### config.mk
export PLATFORM = sky130hd
export DESIGN_NAME = cr_logic_unit
export DESIGN_NICKNAME = d
export VERILOG_FILES = /design/src/rtl/cr_pkg.sv /design/src/rtl/cr_isel.sv /design/src/rtl/cr_bitop.sv /design/src/rtl/cr_fieldcopy.sv /design/src/rtl/cr_mtcr.sv /design/src/rtl/cr_logic_unit.sv
export SDC_FILE = /design/constraint.sdc
export NUM_CORES = 1
export LEC_CHECK = 0
export BUFFER_PORTS_ARGS = -buffer_cell sky130_fd_sc_hd__buf_2
export CORE_AREA = 2 2 118 120
export DETAILED_ROUTE_END_ITERATION = 8
export DIE_AREA = 0 0 120 122
export PLACE_DENSITY = 0.69
export SETUP_SLACK_MARGIN = 0.5
export SLEW_MARGIN = 20
export SYNTH_ARGS = -nofsm -noshare
export SYNTH_HDL_FRONTEND = slang
export SYNTH_SLANG_ARGS = --single-unit
### constraint.sdc
create_clock -name vclk -period 7.09
set_input_delay 1.418 -clock vclk [all_inputs]
set_output_delay 1.418 -clock vclk [all_outputs]
set_load 0.01 [all_outputs]
### src/rtl/cr_pkg.sv
package cr_pkg;
  localparam int unsigned DATA_W   = 64;
  localparam int unsigned FIELD_W  = 4;
  localparam int unsigned N_FIELDS = 8;
  localparam int unsigned CR_W     = FIELD_W * N_FIELDS;
  localparam int unsigned FB_W     = $clog2(FIELD_W);
  localparam int unsigned FI_W     = $clog2(N_FIELDS);
  localparam int unsigned BI_W     = $clog2(CR_W);

  typedef enum logic [2:0] {
    OP_NONE = 3'd0,
    OP_SEL  = 3'd1,
    OP_BOOL = 3'd2,
    OP_COPY = 3'd3,
    OP_MTCR = 3'd4,
    OP_MFCR = 3'd5
  } cr_op_e;
endpackage

### src/rtl/cr_isel.sv
module cr_isel #(
  parameter int unsigned DATA_W  = 64,
  parameter int unsigned FIELD_W = 4,
  localparam int unsigned FB_W   = $clog2(FIELD_W)
) (
  input  logic [FB_W-1:0]    sel_i,
  input  logic [FIELD_W-1:0] field_i,
  input  logic [DATA_W-1:0]  a_i,
  input  logic [DATA_W-1:0]  b_i,
  output logic [DATA_W-1:0]  res_o
);
  // msb-first view of the field
  logic [FIELD_W-1:0] rev;
  for (genvar k = 0; k < FIELD_W; k++) begin : g_rev
    assign rev[k] = field_i[FIELD_W-1-k];
  end
  assign res_o = rev[sel_i] ? a_i : b_i;
endmodule

### src/rtl/cr_bitop.sv
module cr_bitop #(
  parameter int unsigned FIELD_W  = 4,
  parameter int unsigned N_FIELDS = 8,
  localparam int unsigned CR_W    = FIELD_W * N_FIELDS,
  localparam int unsigned FB_W    = $clog2(FIELD_W),
  localparam int unsigned FI_W    = $clog2(N_FIELDS),
  localparam int unsigned BI_W    = $clog2(CR_W)
) (
  input  logic [CR_W-1:0]    cr_i,
  input  logic [BI_W-1:0]    ba_i,
  input  logic [BI_W-1:0]    bb_i,
  input  logic [BI_W-1:0]    bt_i,
  input  logic [3:0]         lut_i,
  output logic [FIELD_W-1:0] field_o,
  output logic [CR_W-1:0]    full_o
);
  logic [CR_W-1:0]    rev;
  logic [FIELD_W-1:0] fld [N_FIELDS];
  logic [FIELD_W-1:0] new_fld;
  logic [FI_W-1:0]    tgt;
  logic [FB_W-1:0]    pos;
  logic               va, vb, nv;

  for (genvar n = 0; n < CR_W; n++) begin : g_rev
    assign rev[n] = cr_i[CR_W-1-n];
  end
  for (genvar i = 0; i < N_FIELDS; i++) begin : g_fld
    assign fld[i] = cr_i[(N_FIELDS-1-i)*FIELD_W +: FIELD_W];
  end

  assign va  = rev[ba_i];
  assign vb  = rev[bb_i];
  assign nv  = lut_i[{va, vb}];
  assign tgt = bt_i[BI_W-1:FB_W];
  assign pos = bt_i[FB_W-1:0];

  always_comb begin
    new_fld = fld[tgt];
    for (int k = 0; k < FIELD_W; k++) begin
      if (pos == FB_W'(k)) new_fld[FIELD_W-1-k] = nv;
    end
  end

  assign field_o = new_fld;
  for (genvar i = 0; i < N_FIELDS; i++) begin : g_out
    assign full_o[(N_FIELDS-1-i)*FIELD_W +: FIELD_W] =
      (tgt == FI_W'(i)) ? new_fld : fld[i];
  end
endmodule

### src/rtl/cr_fieldcopy.sv
module cr_fieldcopy #(
  parameter int unsigned FIELD_W  = 4,
  parameter int unsigned N_FIELDS = 8,
  localparam int unsigned CR_W    = FIELD_W * N_FIELDS,
  localparam int unsigned FI_W    = $clog2(N_FIELDS)
) (
  input  logic [CR_W-1:0]    cr_i,
  input  logic [FI_W-1:0]    src_i,
  input  logic [FI_W-1:0]    dst_i,
  output logic [FIELD_W-1:0] field_o,
  output logic [CR_W-1:0]    full_o
);
  logic [FIELD_W-1:0] fld [N_FIELDS];
  for (genvar i = 0; i < N_FIELDS; i++) begin : g_fld
    assign fld[i] = cr_i[(N_FIELDS-1-i)*FIELD_W +: FIELD_W];
  end
  assign field_o = fld[src_i];
  for (genvar i = 0; i < N_FIELDS; i++) begin : g_out
    assign full_o[(N_FIELDS-1-i)*FIELD_W +: FIELD_W] =
      (dst_i == FI_W'(i)) ? field_o : fld[i];
  end
endmodule

### src/rtl/cr_mtcr.sv
module cr_mtcr #(
  parameter int unsigned FIELD_W  = 4,
  parameter int unsigned N_FIELDS = 8,
  localparam int unsigned CR_W    = FIELD_W * N_FIELDS
) (
  input  logic [CR_W-1:0]     cr_i,
  input  logic [CR_W-1:0]     src_i,
  input  logic [N_FIELDS-1:0] mask_i,
  output logic [CR_W-1:0]     full_o
);
  // mask bit j from msb enables field j
  for (genvar j = 0; j < N_FIELDS; j++) begin : g_fld
    localparam int unsigned LSB = (N_FIELDS-1-j) * FIELD_W;
    assign full_o[LSB +: FIELD_W] = mask_i[N_FIELDS-1-j] ?
      src_i[LSB +: FIELD_W] : cr_i[LSB +: FIELD_W];
  end
endmodule

### src/rtl/cr_logic_unit.sv
module cr_logic_unit
  import cr_pkg::*;
(
  input  logic [2:0]          op_i,
  input  logic [DATA_W-1:0]   opa_i,
  input  logic [DATA_W-1:0]   opb_i,
  input  logic [FIELD_W-1:0]  cr_field_i,
  input  logic [CR_W-1:0]     cr_full_i,
  input  logic [BI_W-1:0]     sel_bc_i,
  input  logic [BI_W-1:0]     bit_a_idx_i,
  input  logic [BI_W-1:0]     bit_b_idx_i,
  input  logic [BI_W-1:0]     bit_t_idx_i,
  input  logic [3:0]          lut_i,
  input  logic [FI_W-1:0]     fld_src_i,
  input  logic [FI_W-1:0]     fld_dst_i,
  input  logic [N_FIELDS-1:0] fld_mask_i,
  output logic [DATA_W-1:0]   result_o,
  output logic [FIELD_W-1:0]  cr_field_o,
  output logic [CR_W-1:0]     cr_full_o
);
  logic [DATA_W-1:0]  sel_res;
  logic [FIELD_W-1:0] bool_fld, copy_fld;
  logic [CR_W-1:0]    bool_cr, copy_cr, mtcr_cr;

  cr_isel #(.DATA_W(DATA_W), .FIELD_W(FIELD_W)) u_isel (
    .sel_i   (sel_bc_i[FB_W-1:0]),
    .field_i (cr_field_i),
    .a_i     (opa_i),
    .b_i     (opb_i),
    .res_o   (sel_res)
  );

  cr_bitop #(.FIELD_W(FIELD_W), .N_FIELDS(N_FIELDS)) u_bitop (
    .cr_i    (cr_full_i),
    .ba_i    (bit_a_idx_i),
    .bb_i    (bit_b_idx_i),
    .bt_i    (bit_t_idx_i),
    .lut_i   (lut_i),
    .field_o (bool_fld),
    .full_o  (bool_cr)
  );

  cr_fieldcopy #(.FIELD_W(FIELD_W), .N_FIELDS(N_FIELDS)) u_copy (
    .cr_i    (cr_full_i),
    .src_i   (fld_src_i),
    .dst_i   (fld_dst_i),
    .field_o (copy_fld),
    .full_o  (copy_cr)
  );

  cr_mtcr #(.FIELD_W(FIELD_W), .N_FIELDS(N_FIELDS)) u_mtcr (
    .cr_i   (cr_full_i),
    .src_i  (opa_i[CR_W-1:0]),
    .mask_i (fld_mask_i),
    .full_o (mtcr_cr)
  );

  always_comb begin
    result_o   = '0;
    cr_field_o = '0;
    cr_full_o  = '0;
    case (op_i)
      OP_SEL:  result_o = sel_res;
      OP_BOOL: begin
        cr_field_o = bool_fld;
        cr_full_o  = bool_cr;
      end
      OP_COPY: begin
        cr_field_o = copy_fld;
        cr_full_o  = copy_cr;
      end
      OP_MTCR: cr_full_o = mtcr_cr;
      OP_MFCR: begin
        result_o  = {{(DATA_W-CR_W){1'b0}}, cr_full_i};
        cr_full_o = cr_full_i;
      end
      default: ;
    endcase
  end
endmodule

==> results by group, run 1 <==
Synth
  – Area of the mapped netlist: 3590 sq um
  – Synth cell types: 47
  – Syn nets: 739
  – Yosys warnings: 0
  – Syn avg cell area: 6.74 sq um
  – Sequential area share after synthesis: 0
  – Post-synthesis cell count: 533

Worst hold path
  – Worst Hold Class: input pin to output port
  – Hold depth: 4
  – Worst Hold Path EP: result_o[47]
  – Hold_sp: opa_i[47]

Route
  – Final WL: 22400 um
  – Drt drc: 2
  – Antenna-violating nets left: 0
  – DR vias/cell: 5.87
  – TritonRoute pass-1 iters: 9
  – Via count: 5747
  – Routed length per placed instance: 22.8 um
  – Initial DRC Count: 780

Power
  – Power per cell area: 73.1 nW/um^2
  – Static leakage: 2.66 nW
  – VDD IR max: 0.0000404 V

Floorplan
  – Initial Util: 0.266
  – Die X: 120 um
  – Io pins: 305
  – Std-Cell Core Area: 13500 sq um
  – Die area: 14600 sq um
  – Row count: 43
  – Die Y: 122 um

Finish
  – Reg area: 0 sq um
  – Multi-input logic area: 3380 sq um
  – Layout Cell Area excl Fill: 5190 sq um
  – Layout Nets: 1004
  – Share of post-route cells with drive strength above 1: 0.433
  – Sequential cell count: 0
  – Fillers: 1485
  – Clock buf count: 0
  – Area Overhead vs Synth: 44.4%
  – Final core occ: 0.384

Worst setup path
  – Most used cell, CP: buf_2
  – Crit path capture type: output port
  – Critical path, cell by cell: buf_2, mux2i_1, a211oi_2, and3_4, a31o_2, o21ai_1, nand2_1, o221ai_1, o22ai_1, buf_2
  – Setup crit start kind: input pin
  – Setup CP Type: input pin to output port
  – Worst Path Arrival: 4.31 ns
  – Worst Path Required: 5.67 ns
  – Worst path max stage delay: 0.84 ns
  – Slowest-stage cell, CP: o221ai_1
  – Crit Path Max Fanout: 16

Timing
  – Maximum clock frequency: 174 MHz
  – Setup WS post-layout: 1.36 ns
  – Slew Limit Fails: 0
  – Crit share post-route: 0.809
  – RSZ-0062 raised after global routing: no
  – Slew headroom: 0.294
  – Setup violations, final: 0
  – Final setup TNS: 0 ns
  – Post-layout minimum cycle time: 5.73 ns
  – Final hold viol count: 0
  – Slew @ Worst Pin: 1.06 ns

GRT
  – GR Layer Usage met1: 0.339
  – GRT Max-Usage Layer: met2
  – Largest net degree at the start of global routing: 44
  – Vias in the first global route: 5283
  – GRT Util Overall: 0.283
  – GR Util met2: 0.498
  – Met3 usage in global routing: 0.0655
  – First-pass GRT wire length: 31900 um
  – GRT overflow: 0
  – Initial antenna violation count: 4

Status
  – Failing checks: DRC
  – Status: finished, violations left

CTS
  – Hold_buf cts: 0
  – Postcts setup bufs: 0
  – Post-CTS resize count: 0

Place
  – Pre-CTS setup slack: 1.45 ns
  – DP Area: 5180 sq um
  – Hpwl dp: 17700 um
  – # port buffers: 302
  – RePlAce Congestion: 0.986

Flow run
  – Max-cap viol count: 0
worst max-delay path, delay by kind of cell:
kind / cells / cell delay, ns
buffers and inverters: 2 / 0.59
AO/OA/AOI/OAI: 5 / 1.71
multiplexers: 1 / 0.26
AND/OR/NAND/NOR: 2 / 0.33
synthesized netlist by cell type, types with 6 or more instances:
library cell / count / area [sq um]
a222oi_1: 32 / 320
buf_1: 6 / 22.5
nand2b_1: 6 / 37.5
and2_1: 11 / 68.8
buf_2: 7 / 35.0
o22ai_2: 8 / 100
nand2_1: 131 / 492
a21oi_1: 41 / 205
nor2_1: 18 / 67.6
o22ai_1: 25 / 156
o21ai_0: 44 / 220
mux2i_1: 72 / 721
nand3_1: 19 / 95.1
mux4_2: 16 / 360
clkbuf_1: 25 / 93.8
nor2b_1: 9 / 56.3
a22oi_1: 7 / 52.6
worst max-delay path by stage:
| stage | from | endpoint | cells past startpoint |
|---|---|---|---|
| after detailed placement | bit_a_idx_i[2] | cr_full_o[16] | 10 |
| after CTS | bit_a_idx_i[2] | cr_full_o[16] | 10 |
| after floorplan | bit_b_idx_i[1] | cr_full_o[31] | 10 |
| after global placement | bit_a_idx_i[2] | cr_full_o[16] | 10 |
| final | bit_a_idx_i[2] | cr_full_o[16] | 10 |
| after global routing | bit_a_idx_i[2] | cr_full_o[16] | 10 |
routing by layer:
| metal | routed length (um) | up-vias |
|---|---|---|
| li1 | - | 2615 |
| met1 | 8060 | 2606 |
| met2 | 10600 | 455 |
| met3 | 2820 | 69 |
| met4 | 886 | 2 |
| met5 | 13 | - |
cell usage in the layout (no fill, tap or decap), types with 2 or more instances in the layout:
master	netlist	routed
o22ai_2	8	8
nor3_1	3	3
mux4_2	16	16
nand2_1	131	131
a22oi_1	7	7
a211o_1	4	4
and4_1	4	4
inv_1	2	2
or3b_1	2	2
nor2b_1	9	9
o22ai_1	25	25
a222oi_1	32	32
nand3_1	19	19
o21ai_0	44	43
a21oi_1	41	41
buf_4	0	2
a31oi_2	3	3
buf_12	1	2
diode_2	0	3
nand2b_1	6	6
or2_2	2	2
and2b_1	2	2
mux2i_1	72	72
buf_2	7	302
nor3b_1	4	4
o221ai_1	4	4
and2_1	11	11
and3_1	4	4
nor2_1	18	17
o31ai_1	2	2
final cells by class:
class | instances | area share
timing repair buffer | 306 | 0.302
antenna | 3 | 0.00145
multi-input combinational | 488 | 0.652
tap | 180 | 0.0434
inverter | 2 | 0.00145
kinds of logic after synthesis:
kind of cell	Yosys count	share of synthesized area
AO/OA/AOI/OAI	180	0.353
adder cells (fa/ha/maj)	1	0.00348
buffers and inverters	45	0.0634
multiplexers	89	0.304
AND/OR/NAND/NOR	218	0.276
power breakdown:
group          switching, mW  leakage, nW  internal (mW)
sequential                 0            0              0
combinational          0.226         2.66          0.154
clock                      0    0.0000190   0.0000000359
stage by stage:
stage	hold slack [ns]	cells	total power [mW]
floorplan	2.96	533	0.210
global placement	3.15	975	0.369
detailed placement	3.15	976	0.373
CTS	3.16	976	0.374
global route	3.18	977	0.406
finish	3.15	979	0.379
No activity file was read; power rests on OpenSTA's default activity.
==> run 2, diff against run 1 <==
--- a/config.mk
+++ b/config.mk
@@ -6,10 +6,10 @@
 export NUM_CORES = 1
 export LEC_CHECK = 0
 export BUFFER_PORTS_ARGS = -buffer_cell sky130_fd_sc_hd__buf_2
-export CORE_AREA = 2 2 118 120
+export CORE_AREA = 2 2 119 121
 export DETAILED_ROUTE_END_ITERATION = 8
-export DIE_AREA = 0 0 120 122
-export PLACE_DENSITY = 0.69
+export DIE_AREA = 0 0 121 123
+export PLACE_DENSITY = 0.68
 export SETUP_SLACK_MARGIN = 0.5
 export SLEW_MARGIN = 20
 export SYNTH_ARGS = -nofsm -noshare
==> constraint.sdc (replaced) <==
create_clock -name vclk -period 6
set_input_delay 1.2 -clock vclk [all_inputs]
set_output_delay 1.2 -clock vclk [all_outputs]
set_load 0.01 [all_outputs]
==> run 2 against run 1 <==
The run now ends clean. Power is 18% higher. Count of clock-buffer cells in the layout stayed put. First-iteration DRC count is 5.5% lower. Non-clock buffer count stayed put. Utilization is 0.40 points lower. Die area is 1.7% higher.
==> results by group, run 2 (synthesized netlist as in run 1, its figures left out) <==
Place
  – Hpwl dp: 17400 um
  – RePlAce Congestion: 0.955
  – Post-Place Cells: 976
  – # port buffers: 302

Worst setup path
  – WP depth: 10
  – Setup crit start kind: input pin
  – Critical path origin: bit_b_idx_i[1]
  – Buf/Inv on CP: 2
  – Worst Path Required: 4.80 ns
  – Largest delay share family, worst path: simple AND/OR/NAND/NOR gates
  – Most used cell, CP: buf_2
  – Crit Path Max Fanout: 16
  – Setup CP Type: input pin to output port
  – Crit path capture type: output port
  – Worst Path Arrival: 3.89 ns
  – Worst path max stage delay: 0.64 ns
  – Slowest-stage cell, CP: or3b_1
  – Critical path, cell by cell: buf_2, mux2i_1, a211oi_1, and3_1, a31oi_2, nand3_1, and4_1, or3b_1, o22ai_2, buf_2

Route
  – Via count: 5659
  – Final WL: 22100 um
  – Routed length per placed instance: 22.7 um
  – Initial DRC Count: 737
  – DR vias/cell: 5.79
  – Antenna-violating nets left: 0
  – TritonRoute pass-1 iters: 7
  – Drt drc: 0

CTS
  – Post-CTS resize count: 0
  – Postcts setup bufs: 0
  – Hold_buf cts: 0

Power
  – Power per cell area: 86.5 nW/um^2
  – VDD IR max: 0.0000561 V
  – Pwr Total: 0.448 mW
  – Static leakage: 2.65 nW

Timing
  – Post-layout minimum cycle time: 5.09 ns
  – Crit share post-route: 0.849
  – Final Hold Slack: 2.72 ns
  – Maximum clock frequency: 196 MHz
  – Slew @ Worst Pin: 0.889 ns
  – Slew Limit Fails: 0
  – RSZ-0062 raised after global routing: no
  – Slew headroom: 0.405
  – Final hold viol count: 0
  – Final setup TNS: 0 ns
  – Setup violations, final: 0

Finish
  – Fillers: 1510
  – Most frequent cells in the layout: buf_2, nand2_1, mux2i_1, o21ai_0, a21oi_1
  – Layout Nets: 1004
  – Commonest non-fill, non-tap cell in the layout: buf_2
  – Area Overhead vs Synth: 44.0%
  – Reg area: 0 sq um
  – Multi-input logic area: 3390 sq um
  – Finished Layout Cells: 977
  – Clock buf count: 0
  – Sequential cell count: 0
  – Share of post-route cells with drive strength above 1: 0.433

GRT
  – GRT overflow: 0
  – Vias in the first global route: 5199
  – First-pass GRT wire length: 31000 um
  – GRT Util Overall: 0.274
  – Initial antenna violation count: 1
  – Largest net degree at the start of global routing: 65

Floorplan
  – Die X: 121 um
  – Io pins: 305
  – Die area: 14900 sq um
  – Std-Cell Core Area: 13600 sq um
  – Die Y: 123 um
  – Initial Util: 0.264
  – Row count: 43

Status
  – Status: completed

Worst hold path
  – Worst Hold Class: input pin to output port
  – Hold depth: 4
  – Hold_sp: opa_i[48]

Flow run
  – Max-cap viol count: 0
## run 2: routing by layer
| metal | wire length [um] | vias up | track usage |
|---|---|---|---|
| li1 | - | 2607 | - |
| met1 | 7960 | 2562 | 0.337 |
| met2 | 10400 | 434 | 0.472 |
| met3 | 2820 | 56 | 0.0512 |
| met4 | 937 | 0 | 0.110 |
| met5 | 0 | - | 0 |
## run 2: layout make-up
class                           instances  area share
Antenna cell                            1    0.000483
Timing Repair Buffer                  306       0.300
Tap cell                              180      0.0435
Multi-Input combinational cell        488       0.654
Inverter                                2     0.00145
## run 2: stage by stage
step | area [sq um] | setup slack, ns | util
2_1_floorplan | 3590 | 1.79 | -
4_1_cts | 5170 | 0.935 | 0.380
3_3_place_gp | 5170 | 0.954 | 0.380
3_5_place_dp | 5170 | 0.935 | 0.380
5_1_grt | 5180 | 0.814 | 0.380
6_report | 5180 | 0.906 | 0.380
## run 2: final timing paths
check,endpoint,slack (ns)
max,cr_full_o[17],0.91
min,result_o[48],2.72
## run 2: power breakdown
group          internal (mW)    total [mW]  switching [mW]
logic                  0.183         0.448           0.265
clock network   0.0000000224  0.0000000224               0
registers                  0             0               0
total                  0.183         0.448           0.265
## run 2: worst min-delay path: stages
cell     delay (ns)
buf_2          0.09
nand2_1        0.05
a21oi_1        0.05
buf_2          0.13
==> run 3, diff against run 2 <==
==> constraint.sdc (replaced) <==
create_clock -name vclk -period 5.3
set_input_delay 1.06 -clock vclk [all_inputs]
set_output_delay 1.06 -clock vclk [all_outputs]
set_load 0.01 [all_outputs]
==> run 3 against run 2 <==
Via count rose by 0.35%. Highest routed layer is now met5. Combinational power is 13% higher. First-iteration DRC count is the same. Sequential share of layout area is the same. Wire length is 0.36% lower. Critical endpoint is now cr_full_o[10]. Critical path depth did not move. Utilization grew 0.17 points. Power rose by 13%.
==> results by group, run 3 (synthesized netlist as in run 1, its figures left out) <==
GRT
  – Largest net degree at the start of global routing: 65
  – Initial antenna violation count: 4
  – First-pass GRT wire length: 31100 um
  – GRT Util Overall: 0.275
  – GRT Max-Usage Layer: met2
  – GRT overflow: 0
  – Met3 usage in global routing: 0.0687
  – GR Layer Usage met1: 0.327
  – GR Util met2: 0.500
  – Vias in the first global route: 5350

Status
  – Status: completed

Timing
  – Slew headroom: 0.404
  – Setup WS post-layout: 0.661 ns
  – Final Hold Slack: 2.44 ns
  – Slew Limit Fails: 0
  – Crit share post-route: 0.875
  – Final setup TNS: 0 ns
  – Maximum clock frequency: 216 MHz
  – Final hold viol count: 0
  – RSZ-0062 raised after global routing: no
  – Slew @ Worst Pin: 0.891 ns
  – Setup violations, final: 0
  – Post-layout minimum cycle time: 4.64 ns

Route
  – Via count: 5679
  – Antenna-violating nets left: 0
  – Drt drc: 0
  – Routed length per placed instance: 22.5 um
  – Final WL: 22100 um
  – DR vias/cell: 5.78
  – Initial DRC Count: 737
  – TritonRoute pass-1 iters: 8

Finish
  – Reg area: 0 sq um
  – Most frequent cells in the layout: buf_2, nand2_1, mux2i_1, o21ai_0, a21oi_1
  – Sequential cell count: 0
  – Clock buf count: 0
  – Layout Nets: 1006
  – Area Overhead vs Synth: 44.7%
  – Share of post-route cells with drive strength above 1: 0.435
  – Final core occ: 0.382
  – Commonest non-fill, non-tap cell in the layout: buf_2
  – Fillers: 1521

Floorplan
  – Std-Cell Core Area: 13600 sq um
  – Io pins: 305
  – Row count: 43
  – Die area: 14900 sq um
  – Initial Util: 0.264
  – Die X: 121 um
  – Die Y: 123 um

Place
  – Hpwl dp: 17300 um
  – # port buffers: 302
  – Pre-CTS setup slack: 0.653 ns
  – RePlAce Congestion: 0.959

Flow run
  – Max-cap viol count: 0

CTS
  – Postcts setup bufs: 0
  – Hold_buf cts: 0
  – Post-CTS resize count: 0

Worst setup path
  – Crit path capture type: output port
  – Worst Path Required: 4.24 ns
  – Crit Path Max Fanout: 16
  – Setup crit start kind: input pin
  – Setup CP Type: input pin to output port
  – Worst Path Arrival: 3.58 ns

Power
  – Power per cell area: 97.6 nW/um^2
  – Pwr Total: 0.507 mW
  – Static leakage: 2.67 nW
  – VDD IR max: 0.0000536 V

Worst hold path
  – Worst Hold Class: input pin to output port
==> run 3: stage by stage <==
stage	cells	instance area, sq um
global route	979	5190
detailed placement	978	5180
finish	982	5200
floorplan	533	3590
CTS	978	5180
global placement	978	5180
==> run 3: final timing paths <==
| path | cells past startpoint | start | to | slack, ns |
|---|---|---|---|---|
| worst min-delay path | 4 | opa_i[36] | result_o[36] | 2.44 |
| worst max-delay path | 10 | bit_a_idx_i[2] | cr_full_o[10] | 0.66 |
==> run 3: per-layer routing <==
layer	share of wire	up-vias
met1	0.35	2603
met4	0.024	2
li1	-	2608
met5	0.00059	-
met2	0.49	422
met3	0.13	44
==> run 3: area by class of cell <==
type / count / area (sq um) / share of cell area
antenna: 4 / 10.0 / 0.00193
timing repair buffer: 308 / 1570 / 0.302
inverter: 2 / 7.51 / 0.00144
multi-input combinational: 488 / 3390 / 0.652
tap: 180 / 225 / 0.0433
==> run 3: worst max-delay path, stage by stage <==
cell and delay [ns]:
buf_2 0.36, mux2i_1 0.26, a211oi_2 0.09, and3_4 0.20, a31o_2 0.22, o21ai_1 0.23
nand3_1 0.12, a31oi_2 0.59, o22ai_1 0.24, buf_2 0.19
==> run 3: where the power goes <==
part / internal, mW / leakage [nW] / total [mW] / switching (mW)
sequential: 0 / 0 / 0 / 0
combinational: 0.209 / 2.67 / 0.507 / 0.299
clock: 0.000000101 / 0.0000254 / 0.000000101 / 0
